--- config.mk ---
export PLATFORM = sky130hd
export DESIGN_NAME = evtrec_top
export DESIGN_NICKNAME = d
export VERILOG_FILES = /design/src/rtl/evtrec_pkg.sv /design/src/rtl/evtrec_timebase.sv /design/src/rtl/evtrec_capture.sv /design/src/rtl/evtrec_fifo.sv /design/src/rtl/evtrec_top.sv
export SDC_FILE = /design/constraint.sdc
export NUM_CORES = 1
export LEC_CHECK = 0
export BUFFER_PORTS_ARGS = -buffer_cell sky130_fd_sc_hd__buf_2
export CAP_MARGIN = 25
export CORE_MARGIN = 2
export CORE_UTILIZATION = 40
export CTS_CLUSTER_SIZE = 25
export DETAILED_ROUTE_END_ITERATION = 12
export GPL_ROUTABILITY_DRIVEN = 0
export HOLD_SLACK_MARGIN = 0.02
export PLACE_DENSITY = 0.57
export SYNTH_ARGS = -nofsm -noshare
export SYNTH_HDL_FRONTEND = slang
export SYNTH_SLANG_ARGS = --single-unit
--- constraint.sdc ---
create_clock -name clk -period 8.9 [get_ports clk]
set_input_delay 0.445 -clock clk [delete_from_list [all_inputs] [get_ports clk]]
set_output_delay 0.445 -clock clk [all_outputs]
set_load 0.01 [all_outputs]
--- src/rtl/evtrec_pkg.sv ---
package evtrec_pkg;
  localparam int TYPE_W   = 16;
  localparam int TS_W     = 32;
  localparam int PAR_W    = 32;
  localparam int SAMPLE_W = TYPE_W + TS_W + PAR_W;

  typedef struct packed {
    logic [TYPE_W-1:0] kind;
    logic [TS_W-1:0]   stamp;
    logic [PAR_W-1:0]  param;
  } sample_t;
endpackage

--- src/rtl/evtrec_timebase.sv ---
module evtrec_timebase
  import evtrec_pkg::*;
#(
  parameter int TICK_DIV = 10
) (
  input  logic            clk,
  input  logic            rst,
  output logic [TS_W-1:0] stamp
);
  localparam int PW = (TICK_DIV > 1) ? $clog2(TICK_DIV) : 1;
  localparam logic [PW-1:0] LAST = PW'(TICK_DIV - 1);

  logic [PW-1:0] pre;

  always_ff @(posedge clk) begin
    if (rst) begin
      pre   <= '0;
      stamp <= '0;
    end else if (pre == LAST) begin
      pre   <= '0;
      stamp <= stamp + 1'b1;
    end else begin
      pre <= pre + 1'b1;
    end
  end

  AST_TS_HOLD: assert property (@(posedge clk) disable iff (rst)
    (pre != LAST) |=> $stable(stamp));
  AST_TS_STEP: assert property (@(posedge clk) disable iff (rst)
    (pre == LAST) |=> (stamp == $past(stamp) + 1'b1));
endmodule

--- src/rtl/evtrec_capture.sv ---
module evtrec_capture
  import evtrec_pkg::*;
#(
  parameter int NUM_HW     = 4,
  parameter int SIG_W      = 16,
  parameter int ADDR_W     = 8,
  parameter int PROBE_ADDR = 16,
  parameter logic [NUM_HW*SIG_W-1:0] HW_VALUE = '0,
  parameter logic [NUM_HW*SIG_W-1:0] HW_MASK  = '1
) (
  input  logic                    clk,
  input  logic                    rst,
  input  logic [NUM_HW*SIG_W-1:0] hw_sig,
  input  logic                    bus_we,
  input  logic [ADDR_W-1:0]       bus_addr,
  input  logic [PAR_W-1:0]        bus_wdata,
  input  logic [TS_W-1:0]         stamp,
  output logic                    push_valid,
  output sample_t                 push_sample,
  output logic                    collide
);
  localparam int NSLOT = NUM_HW + 1;
  localparam int SELW  = (NSLOT > 1) ? $clog2(NSLOT) : 1;

  logic [NUM_HW-1:0] match, prev_match;
  logic [NSLOT-1:0]  fire, pending, grant, accept;
  logic [PAR_W-1:0]  fire_par [NSLOT];
  logic [PAR_W-1:0]  slot_par [NSLOT];
  logic [TS_W-1:0]   slot_ts  [NSLOT];
  logic [SELW-1:0]   sel;

  // slot 0: software probe
  assign fire[0]     = bus_we && (bus_addr == ADDR_W'(PROBE_ADDR));
  assign fire_par[0] = bus_wdata;

  for (genvar k = 0; k < NUM_HW; k++) begin : g_lane
    logic [SIG_W-1:0] lane;
    assign lane          = hw_sig[k*SIG_W +: SIG_W];
    assign match[k]      = ((lane ^ HW_VALUE[k*SIG_W +: SIG_W]) & HW_MASK[k*SIG_W +: SIG_W]) == '0;
    assign fire[k+1]     = match[k] & ~prev_match[k];
    assign fire_par[k+1] = PAR_W'(lane);
  end

  always_ff @(posedge clk) begin
    if (rst) prev_match <= '0;
    else     prev_match <= match;
  end

  // lowest pending slot wins
  always_comb begin
    grant = '0;
    sel   = '0;
    for (int i = NSLOT - 1; i >= 0; i--) begin
      if (pending[i]) begin
        grant = '0;
        grant[i] = 1'b1;
        sel = SELW'(i);
      end
    end
  end

  assign accept  = fire & (~pending | grant);
  assign collide = |(fire & pending & ~grant);

  for (genvar i = 0; i < NSLOT; i++) begin : g_slot
    always_ff @(posedge clk) begin
      if (rst)            pending[i] <= 1'b0;
      else if (accept[i]) pending[i] <= 1'b1;
      else if (grant[i])  pending[i] <= 1'b0;
    end

    always_ff @(posedge clk) begin
      if (accept[i]) begin
        slot_ts[i]  <= stamp;
        slot_par[i] <= fire_par[i];
      end
    end

    AST_GRANT_CLEARS: assert property (@(posedge clk) disable iff (rst)
      (grant[i] && !fire[i]) |=> !pending[i]);
    AST_FIRE_HELD: assert property (@(posedge clk) disable iff (rst)
      fire[i] |=> pending[i]);
  end

  assign push_valid        = |pending;
  assign push_sample.kind  = TYPE_W'(sel);
  assign push_sample.stamp = slot_ts[sel];
  assign push_sample.param = slot_par[sel];
endmodule

--- src/rtl/evtrec_fifo.sv ---
module evtrec_fifo #(
  parameter int DEPTH = 8,
  parameter int WIDTH = 80
) (
  input  logic             clk,
  input  logic             rst,
  input  logic             push,
  input  logic [WIDTH-1:0] push_data,
  input  logic             rd_en,
  output logic             rd_valid,
  output logic [WIDTH-1:0] rd_data,
  output logic             empty,
  output logic             drop
);
  localparam int AW = (DEPTH > 1) ? $clog2(DEPTH) : 1;
  localparam logic [AW-1:0] PLAST = AW'(DEPTH - 1);
  localparam logic [AW:0]   CFULL = (AW+1)'(DEPTH);

  logic [WIDTH-1:0] mem [DEPTH];
  logic [AW-1:0]    wptr, rptr;
  logic [AW:0]      count;
  logic             full, push_ok, pop_ok;

  assign full    = (count == CFULL);
  assign empty   = (count == '0);
  assign push_ok = push & ~full;
  assign pop_ok  = rd_en & ~empty;
  assign drop    = push & full;

  always_ff @(posedge clk) begin
    if (push_ok) mem[wptr] <= push_data;
  end

  always_ff @(posedge clk) begin
    if (pop_ok) rd_data <= mem[rptr];
  end

  always_ff @(posedge clk) begin
    if (rst) begin
      wptr     <= '0;
      rptr     <= '0;
      count    <= '0;
      rd_valid <= 1'b0;
    end else begin
      rd_valid <= pop_ok;
      if (push_ok) wptr <= (wptr == PLAST) ? '0 : wptr + 1'b1;
      if (pop_ok)  rptr <= (rptr == PLAST) ? '0 : rptr + 1'b1;
      case ({push_ok, pop_ok})
        2'b10:   count <= count + 1'b1;
        2'b01:   count <= count - 1'b1;
        default: count <= count;
      endcase
    end
  end

  AST_COUNT_BOUND: assert property (@(posedge clk) disable iff (rst)
    count <= CFULL);
  AST_RD_NONEMPTY: assert property (@(posedge clk) disable iff (rst)
    rd_valid |-> ($past(count) != '0));
  AST_FULL_KEEPS: assert property (@(posedge clk) disable iff (rst)
    (full && push && !rd_en) |=> (count == $past(count)));
endmodule

--- src/rtl/evtrec_top.sv ---
module evtrec_top
  import evtrec_pkg::*;
#(
  parameter int NUM_HW     = 4,
  parameter int SIG_W      = 16,
  parameter int ADDR_W     = 8,
  parameter int PROBE_ADDR = 16,
  parameter int DEPTH      = 8,
  parameter int TICK_DIV   = 10,
  parameter logic [NUM_HW*SIG_W-1:0] HW_VALUE = {16'h0004, 16'h0003, 16'h0002, 16'h0001},
  parameter logic [NUM_HW*SIG_W-1:0] HW_MASK  = {16'h00FF, 16'hFFFF, 16'hFFFF, 16'hFFFF}
) (
  input  logic                    clk,
  input  logic                    rst,
  input  logic [NUM_HW*SIG_W-1:0] hw_sig,
  input  logic                    bus_we,
  input  logic [ADDR_W-1:0]       bus_addr,
  input  logic [31:0]             bus_wdata,
  input  logic                    rd_en,
  output logic                    rd_valid,
  output logic [79:0]             rd_data,
  output logic                    fifo_empty,
  output logic                    overflow
);
  logic [TS_W-1:0] stamp;
  logic            push_valid, collide, drop;
  sample_t         push_sample;

  evtrec_timebase #(.TICK_DIV(TICK_DIV)) u_timebase (
    .clk(clk), .rst(rst), .stamp(stamp)
  );

  evtrec_capture #(
    .NUM_HW(NUM_HW), .SIG_W(SIG_W), .ADDR_W(ADDR_W), .PROBE_ADDR(PROBE_ADDR),
    .HW_VALUE(HW_VALUE), .HW_MASK(HW_MASK)
  ) u_capture (
    .clk(clk), .rst(rst), .hw_sig(hw_sig), .bus_we(bus_we), .bus_addr(bus_addr),
    .bus_wdata(bus_wdata), .stamp(stamp), .push_valid(push_valid),
    .push_sample(push_sample), .collide(collide)
  );

  evtrec_fifo #(.DEPTH(DEPTH), .WIDTH(SAMPLE_W)) u_fifo (
    .clk(clk), .rst(rst), .push(push_valid), .push_data(push_sample),
    .rd_en(rd_en), .rd_valid(rd_valid), .rd_data(rd_data),
    .empty(fifo_empty), .drop(drop)
  );

  always_ff @(posedge clk) begin
    if (rst)                  overflow <= 1'b0;
    else if (collide || drop) overflow <= 1'b1;
  end

  AST_OVF_STICKY: assert property (@(posedge clk) disable iff (rst)
    overflow |=> overflow);
  AST_DROP_FLAGS: assert property (@(posedge clk) disable iff (rst)
    (collide || drop) |=> overflow);
endmodule

==> impl_results.md, run 1 <==
* Nets at 2242
* Setup TNS at 0 ps
* Clk_lat worst skew at 660 ps
* Final Cycle Share at 0.434
* Hold path startpoint: hw_sig[51]
* Core area at 86800 um2
* Initial antenna violation count at 2
* Critical Path Most Common Cell: buf_4
* Yosys top cell area share at 0.736
* Critical Path Source: u_capture.pending[4]
* Yosys cell types at 50
* Design area at 41400 um2
* Post_cts resized at 0
* Chip width at 300 um
* Boundary Pins at around 190
* R2r setup slk at 5040 ps
* Max_slew headroom at 0.257
* Register Area at 26900 um2
* Mapped Area at 35000 um2
* Placed Area at about 37000 um2
* Avg WL per Cell at roughly 25 um
* Sequential-to-total area share from yosys stat at 0.769
* Status: completed
* Drt via density at roughly 5.4
* CP delay by family, top: buffers and inverters
* Reg-to-reg endpoint: u_fifo.mem[1][14]
* Layout Cells excl Fill at 3361
* Crit path kind: reg -> reg
* Final setup violation count at 0
* DRT iter0 DRCs at 1572
* Final ANT Viol Nets at 0
* Max Root-Sink Buffers at 3
* Area delta synth->final at 18.2%
* Drt drc at 0
* WP depth at 6
* Hold Path Cell Cnt at 1
* Largest net degree at the start of global routing at 65
* Crit path cell chain: nor2_1, a21oi_1, clkinv_1, nor4b_2, buf_4, buf_4
* Multi-input logic area at 7520 um2
* Final wirelength at 83800 um
* Hold Vio Cnt, Final at 0
* Max_cap viols at 0
* Arrival time at the worst endpoint at 4150 ps
* GR Overflow Total at 0
* Worst Tran Pin Value at 1110 ps
* CTS clk-pin slew, worst paths at about 60 ps
* Die Y at 300 um
* Clk sinks at 916
* Die ar. at 89900 um2
* YS warnings at 0
* Placed Cells at 3093
* Min Tclk post-route at 3860 ps
* RSZ-0062 raised after global routing: false
* FP Rows at 108
* Global-route usage over all layers at 0.186
* CP peak stage delay at between 700 and 800 ps
* TritonCTS Buffers at 95
* Top post-synthesis cells by area: edfxtp_1, mux4_2, dfxtp_1
* Syn avg cell area at 19.2 um2
* Hold Crit Class: in -> reg
* Synth area leader: edfxtp_1
* Via count at between 15k and 20k
* Starting density of the core at 0.404
* Vias in the first global route at 18.9k
* Clock skew at around 35 ps
* H-tree depth at 3
* Post-Syn Instances at roughly 1.8k
* Fillers at 7206
* Setup crit start kind: register
* Crit path buffers/inverters at 3
* Router iterations before antenna repair at 5
* #FFs+latches synth at 916
* Worst Hold Path EP: u_capture.slot_par[4][3]
* CP Max Fanout at 33
* Max Slew Vio Count at 0
* Dpl hpwl at 45200 um
* Share of layout cells above drive strength 1 at 0.269
* Reg-to-reg startpoint: u_capture.pending[4]
* Worst Path Required at 9190 ps
* Max VDD drop at 0.000146 V
* Max Fclk at 259 MHz
* Leakage at roughly 0.013 uW
* Port-buffer cells at 177
* First-pass GRT wire length at 124000 um
* Worst setup EP type: register
* PwrDens at 210 nW/um2
* CTS tree: built
* Root Driver: clkbuf_16
* Pwr Total at slightly below 9000 uW
* Reg2Reg Depth at 6
* CP max-delay cell: buf_4
## stage by stage
step           setup slack [ps]  hold slack, ps   util
2_1_floorplan               148             433      -
3_3_place_gp               5070             441  0.430
3_5_place_dp               5040             464  0.431
4_1_cts                    5030            20.9  0.477
5_1_grt                    4800            21.1  0.477
6_report                   5040            45.8  0.477
## worst max-delay path by stage
stage	endpoint
4_1_cts	u_fifo.mem[1][14]
3_5_place_dp	u_fifo.mem[1][13]
3_3_place_gp	u_fifo.mem[0][6]
2_1_floorplan	u_fifo.mem[1][0]
6_report	u_fifo.mem[1][14]
5_1_grt	u_fifo.mem[1][14]
## cells by family after synthesis
| kind of cell | count (synthesis) | share of synthesized area |
|---|---|---|
| compound gates | 214 | 0.0425 |
| simple gates | 242 | 0.0373 |
| xor+xnor | 11 | 0.00275 |
| other cells | 1 | 0.000107 |
| buf+inv | 175 | 0.0213 |
| mux | 254 | 0.123 |
| flops | 916 | 0.769 |
| fa+ha+maj | 11 | 0.00414 |
## power by group
group	switching (uW)	internal, uW
Combinational	41.8	52.2
Clock	1640	2290
Sequential	2.73	4650
## timing repair
item,in CTS,in global routing
hold buffers,86,0
hold endpoints to repair,86,0
buffers inserted,0,0
## registers in the layout (all words and copies together) (netlist names)
signal / cells
overflow: 1
u_capture.prev_match: 4
u_fifo.mem: 536
u_fifo.count: 4
u_fifo.rd_valid: 1
u_timebase.pre: 4
u_capture.pending: 5
u_capture.slot_par: 96
u_fifo.rptr: 3
u_fifo.rd_data: 67
u_timebase.stamp: 32
u_fifo.wptr: 3
u_capture.slot_ts: 160
## routing by layer
| layer | up-vias | wire, um | global-route usage |
|---|---|---|---|
| met5 | - | 0 | 0 |
| met4 | 0 | 1610 | 0.0465 |
| met3 | 112 | 4620 | 0.0334 |
| met2 | 567 | 41700 | 0.318 |
| met1 | 9570 | 35900 | 0.248 |
| li1 | 8008 | - | - |
## synth_stat cells, drive strengths merged
cell type	count
or2b	1
nor4bb	1
conb	1
fa	1
and4b	2
o21a	1
edfxtp	859
nor2b	4
dfxtp	57
and4	4
and2	2
ha	10
buf	51
a41oi	1
mux4	134
nand3b	3
nor2	84
a21boi	1
a21oi	39
nor4	13
o31a	1
nand4	15
o31ai	13
xor2	5
clkbuf	62
nand2	25
mux2	70
nor4b	6
a21o	2
nor3	8
clkinv	1
nor3b	7
o41ai	1
inv	61
or4	19
nand3	13
mux2i	50
and3	21
o2bb2ai	1
o21ai	10
a211oi	144
or3	12
nand2b	2
xnor2	6
## layout make-up
type / count / share of cell area
Antenna cell: 2 / 0.000121
Tap cell: 1155 / 0.0349
Clock buffer: 119 / 0.0603
Clock inverter: 59 / 0.0147
Inverter: 62 / 0.00565
Timing Repair Buffer: 303 / 0.0519
Multi-Input combinational cell: 745 / 0.182
Sequential cell: 916 / 0.651
## placed cells by master (no fill, tap or decap), types with 4 or more instances in the layout
| master | Yosys | routed |
|---|---|---|
| edfxtp_1 | 859 | 859 |
| buf_2 | 19 | 177 |
| a211oi_1 | 144 | 144 |
| mux4_2 | 134 | 134 |
| clkbuf_16 | 0 | 95 |
| dlygate4sd3_1 | 0 | 86 |
| nor2_1 | 84 | 82 |
| mux2_2 | 70 | 70 |
| inv_1 | 60 | 59 |
| dfxtp_1 | 57 | 53 |
| mux2i_1 | 50 | 50 |
| a21oi_1 | 39 | 36 |
| buf_4 | 15 | 35 |
| clkinv_2 | 0 | 25 |
| nand2_1 | 25 | 24 |
| and3_1 | 21 | 21 |
| clkbuf_1 | 62 | 21 |
| or4_1 | 18 | 18 |
| nand4_1 | 15 | 15 |
| clkinv_1 | 1 | 14 |
| nand3_1 | 13 | 13 |
| conb_1 | 1 | 13 |
| nor4_1 | 13 | 12 |
| or3_1 | 12 | 12 |
| o31ai_1 | 13 | 12 |
| o21ai_0 | 10 | 10 |
| ha_1 | 10 | 10 |
| bufinv_16 | 0 | 10 |
| xnor2_1 | 6 | 6 |
| nor4b_1 | 6 | 5 |
| nor3_1 | 8 | 5 |
| xor2_1 | 5 | 5 |
| inv_6 | 0 | 5 |
| buf_16 | 0 | 5 |
| nor3b_1 | 7 | 4 |
| and4_1 | 4 | 4 |
| nor2b_1 | 4 | 4 |
No activity file was read; power rests on OpenSTA's default activity.
==> inputs of run 2 (changes only) <==
- clock period: 8.9 -> 3.4 ns (I/O delays scaled with it)
==> impl_results.md, run 2 (synthesis gave the netlist of run 1 again) <==
* Share of layout cells above drive strength 1 at 0.287
* Final Cycle Share at 0.830
* Min Tclk post-route at 2820 ps
* Nets at 2310
* Register share of total power at 0.540
* CP Max Fanout at 24
* Clock network power share at 0.448
* Port-buffer cells at between 150 and 200
* Gate power share at 0.011
* Hold Crit Class: in -> reg
* Avg WL per Cell at 23.7 um
* Area delta synth->final at 20.2%
* Largest registers: u_fifo.mem x536, u_capture.slot_ts x160, u_capture.slot_par x96
* Max reg flops at ~540
* Max_cap viols at 0
* Worst setup EP type: register
* Clk_lat worst skew at 650 ps
* DRT iter0 DRCs at 1475
* Max Slew Vio Count at 0
* Boundary Pins at 191
* CTS tree: built
* Cell internal pwr at roughly 18000 uW
* CP delay by family, top: flip-flops
* Root Driver: clkbuf_16
* Initial antenna violation count at 4
* Clock skew at 19.4 ps
* Dpl hpwl at 45500 um
* Chip width at approximately 300 um
* Most frequent cells in the layout: edfxtp_1, buf_2, a211oi_1
* Via count at 18.3k
* Max VDD drop at about 0.00043 V
* CTS clk-pin slew, worst paths at 60 ps
* Post_cts resized at 0
* Pwr Total at between 20000 and 25000 uW
* Max_slew headroom at 0.335
* Max Fclk at 354 MHz
* Core area at a little under 90000 um2
* Worst Path Required at between 3000 and 4000 ps
* Clk sinks at 916
* FP Rows at 108
* TritonCTS Buffers at 95
* Vias in the first global route at 19.3k
* Arrival time at the worst endpoint at approximately 3400 ps
* Status: completed
* Crit path buffers/inverters at 1
* Sw frac at 0.194
* Leakage at between 0.01 and 0.015 uW
* First-pass GRT wire length at 121000 um
* Max Root-Sink Buffers at 3
* Die Y at 300 um
* Worst Tran Pin Value at 998 ps
* Crit path kind: reg -> reg
* Largest net degree at the start of global routing at 65
* Setup crit start kind: register
* CP max-delay cell: dfxtp_2
* Drt drc at 0
* Crit path cell chain: nor3_4, a21oi_2, clkinv_2, ha_4, ha_1, a21o_1, a21oi_1, mux2i_1, mux2_2
* RSZ-0062 raised after global routing: false
* H-tree depth at 3
* Commonest non-fill, non-tap cell in the layout: edfxtp_1
* Final wirelength at 81200 um
* Starting density of the core at 0.404
* Hold WS at 155 ps
* Router iterations before antenna repair at 5
* GR Overflow Total at 0
* Final setup violation count at 0
* CP peak stage delay at 660 ps
* Sw power at 4380 uW
* PwrDens at 535 nW/um2
* Global-route usage over all layers at 0.181
* Postcts setup bufs at 0
* Final ANT Viol Nets at 0
* Die ar. at 89900 um2
* Largest Register: u_fifo.mem
* Drt via density at 5.35
* Hold Vio Cnt, Final at 0
-- run 2: changes by cell type in the layout (fill, tap and decap cells not counted), moves of 4 or more --
cell           previous run  this run
buf_16                    5         0
buf_4                    35        78
dlygate4sd3_1            86        97
inv_6                     5         1
nor3_4                    0         4
bufinv_16                10         6
buf_12                    0        19
-- run 2: power groups by stage --
stage,clock network [uW],logic [uW],registers [uW]
2_1_floorplan,0,69.6,12400
3_3_place_gp,0,162,12400
3_5_place_dp,0,166,12400
4_1_cts,10300,256,12200
5_1_grt,10700,275,12200
6_report,10100,256,12200
-- run 2: what timing repair did --
action,CTS,global route
endpoints found under the setup margin,0,0
hold endpoints to repair,104,0
hold buffers,97,0
-- run 2: area by class of cell --
type                       count  area, um2
multi-input combinational    745       7600
timing repair buffer         371       2820
sequential                   916      26900
clock buffer                 124       2590
antenna                        2       5.00
fill                        7119      44600
tap                         1155       1450
clock inverter                52        462
inverter                      62        238
-- run 2: per-stage QoR --
stage	cell area, um2	util	TNS [ps]	std cells	setup slack [ps]
global route	42100	0.485	0	3427	390
floorplan	35200	-	-249720	1836	-653
CTS	42100	0.485	0	3425	586
global placement	38100	0.439	0	3152	618
finish	42100	0.485	0	3427	577
detailed placement	38100	0.439	0	3152	600
-- run 2: path summary, 6_finish.rpt --
path / slack [ps] / startpoint / end / cells after the start
worst min-delay path: 150 / rst / u_timebase.stamp[1] / 2
worst min register to register: 490 / u_timebase.pre[0] / u_timebase.pre[0] / 1
worst max register to register: 580 / u_capture.pending[0] / u_fifo.count[3] / 9
worst max-delay path: 580 / u_capture.pending[0] / u_fifo.count[3] / 9
-- run 2: layer usage --
| metal | routed length (um) | share of wire | track usage |
|---|---|---|---|
| met4 | 2550 | 0.031 | 0.0657 |
| met5 | 0 | 0 | 0 |
| met3 | 4240 | 0.052 | 0.0316 |
| met2 | 39100 | 0.48 | 0.294 |
| met1 | 35300 | 0.44 | 0.245 |
==> inputs of run 3 (changes only) <==
- ABC_AREA: default -> 1
- clock period: 3.4 -> 2.45 ns (I/O delays scaled with it)
==> impl_results.md, run 3 <==
* Starting density of the core at 0.403
* CTS tree: built
* Post-synthesis compound-gate area fraction at 0.0858
* Mux cell area share after synthesis at 0
* Clock network power share at 0.365
* Cell internal pwr at 28500 uW
* Worst setup EP type: register
* Met3 wire len at 4740 um
* Largest family of logic cells by synthesized area: simple AND/OR/NAND/NOR gates
* Via count at ~23k
* Syn avg cell area at 12.4 um2
* Gate power share at 0.171
* Max VDD drop at 0.000813 V
* Highest metal used: met4
* Die Y at 305 um
* Top post-synthesis cells by area: edfxtp_1, nor2_1, nand2_1
* Synth cell count leaders: edfxtp_1, nor2_1, nand2_1
* Register share of total power at 0.463
* Design area at approximately 43000 um2
* Max_cap viols at 0
* Sw power at 10600 uW
* Post-synth EDFFs at 859
* #FFs+latches synth at 916
* Core area at approximately 90000 um2
* Status: completed
* Sw frac at 0.271
* Crit path buffers/inverters at 3
* Xor and xnor fraction of the mapped netlist area at 0.00169
* Worst Path Required at 2980 ps
* Synth area leader: edfxtp_1
* Clock skew at 20.3 ps
* YS warnings at 0
* Initial antenna violation count at 4
* Avg WL per Cell at a little under 20 um
* Final setup violation count at 0
* Max Fclk at 456 MHz
* H-tree depth at 3
* Die ar. at 92900 um2
* Chip width at 305 um
* Register Area at 26900 um2
* Clk sinks at between 900 and 1k
* Most frequent cells in the layout: edfxtp_1, nor2_1, nand2_1
* Max Root-Sink Buffers at 3
* Largest Register: u_fifo.mem
* Clk_lat worst skew at 650 ps
* Max_slew headroom at 0.441
* Largest registers: u_fifo.mem x536, u_capture.slot_ts x160, u_capture.slot_par x96
* Nets at 3316
* Fillers at approximately 7.8k
* Worst Tran Pin Value at between 800 and 900 ps
* Final Cycle Share at 0.894
* TritonCTS Buffers at 95
* CP peak stage delay at 380 ps
* FP Rows at 110
* Post-Syn Instances at between 2k and 3k
* Mapped Area at 36200 um2
* Crit path cell chain: nor2_1, nand3b_1, nand2_1, buf_4, ha_4, inv_2, fa_1, xnor2_1, o21ai_1, inv_1
* Port-buffer cells at 177
* Yosys cell types at 41
* Placed Area at 38800 um2
* Final wirelength at 86800 um
* Vias in the first global route at between 20k and 25k
* Primary FF master, synth: edfxtp_1
* Dpl hpwl at 49800 um
* Drt via density at 5.14
* Yosys top cell area share at 0.713
* Postcts setup bufs at 0
* Simple-gate share of the synthesized area at 0.119
* Max reg flops at 536
* Multi-input logic area at 7830 um2
* Crit path kind: reg -> reg
* Drt drc at 0
* CP delay by family, top: simple AND/OR/NAND/NOR gates
* Arrival time at the worst endpoint at 2720 ps
* Final ANT Viol Nets at 0
* Area delta synth->final at 18.6%
* First-pass GRT wire length at 132000 um
* Post_cts resized at 0
* Met1 Wirelength at 38200 um
* Sequential-to-total area share from yosys stat at 0.744
* CP max-delay cell: fa_1
* Largest net degree at the start of global routing at 182
* Hold Vio Cnt, Final at 0
* Top-count cell post-synth: edfxtp_1
* CTS hold repair buffers at between 100 and 150
* Min Tclk post-route at 2190 ps
* RSZ-0062 raised after global routing: false
* PwrDens at a little over 900 nW/um2
* Met2 wire len at approximately 42000 um
* GR Overflow Total at 0
* CP Max Fanout at 5
* Setup TNS at 0 ps
* Leakage at 0.0155 uW
* Hold Crit Class: in -> reg
* Router iterations before antenna repair at 6
* DRT iter0 DRCs at 1782
* Post-synthesis adder-cell area fraction at 0.00401
* Root Driver: clkbuf_16
* Share of layout cells above drive strength 1 at 0.128
* Commonest non-fill, non-tap cell in the layout: edfxtp_1
* Async S/R FF share, synth at 0
* Global-route usage over all layers at 0.184
* Final Util at 0.478
* Boundary Pins at 191
* CTS clk-pin slew, worst paths at 60 ps
* Max Slew Vio Count at 0
* Setup crit start kind: register
run 3: area by class of cell:
class                   instances  area share
multi-input cells            1659       0.182
inverters                     179      0.0159
flip-flops and latches        916       0.628
clock inverters                56      0.0132
clock buffers                 119      0.0592
repair buffers                346      0.0671
well taps                    1176      0.0343
diodes                          5    0.000291
run 3: final timing paths:
path / slack [ps] / to / from / cells after the start
worst max-delay path: 260 / u_fifo.count[2] / u_capture.pending[3] / 10
worst max register to register: 260 / u_fifo.count[2] / u_capture.pending[3] / 10
worst min-delay path: 180 / u_capture.slot_ts[0][31] / bus_addr[7] / 5
worst min register to register: 480 / u_timebase.pre[0] / u_timebase.pre[0] / 1
run 3: through the flow:
stage / hold WS, ps / total power (uW) / worst slack (ps) / std cells
after floorplan: 221 / 22800 / -373 / 2920
after global placement: 301 / 25000 / 368 / 4175
after detailed placement: 301 / 25100 / 259 / 4175
after CTS: 140 / 39500 / 263 / 4451
after global routing: 170 / 40800 / 137 / 4455
final: 179 / 39100 / 259 / 4456
run 3: layer usage:
layer | global-route usage | vias up
met5 | 0 | -
met4 | 0.0669 | 0
met3 | 0.0279 | 157
met2 | 0.305 | 693
met1 | 0.247 | 11200
li1 | - | 10800
run 3: power by group through the flow:
stage / clock (uW) / sequential, uW / combinational (uW)
CTS: 14600 / 18100 / 6810
detailed placement: 0 / 18400 / 6650
global placement: 0 / 18400 / 6540
finish: 14300 / 18100 / 6700
floorplan: 0 / 18600 / 4240
global route: 15200 / 18200 / 7430
run 3: worst reg2reg max path, stage by stage (launching register included):
cell and delay, ps:
dfxtp_1 350, nor2_1 210, nand3b_1 170, nand2_1 210, buf_4 170, ha_4 180, inv_2 40, fa_1 380
xnor2_1 140, o21ai_1 170, inv_1 70
run 3: cells by family (layout without fill, tap and decap cells):
logic type / count (synthesis) / after routing
AOI/OAI and AO/OA: 515 / 515
xor gates and xnor gates: 7 / 7
adders and majority gates: 11 / 11
buffers and inverters: 345 / 700
DFF: 916 / 916
other: 1 / 18
and+or+nand+nor: 1113 / 1113
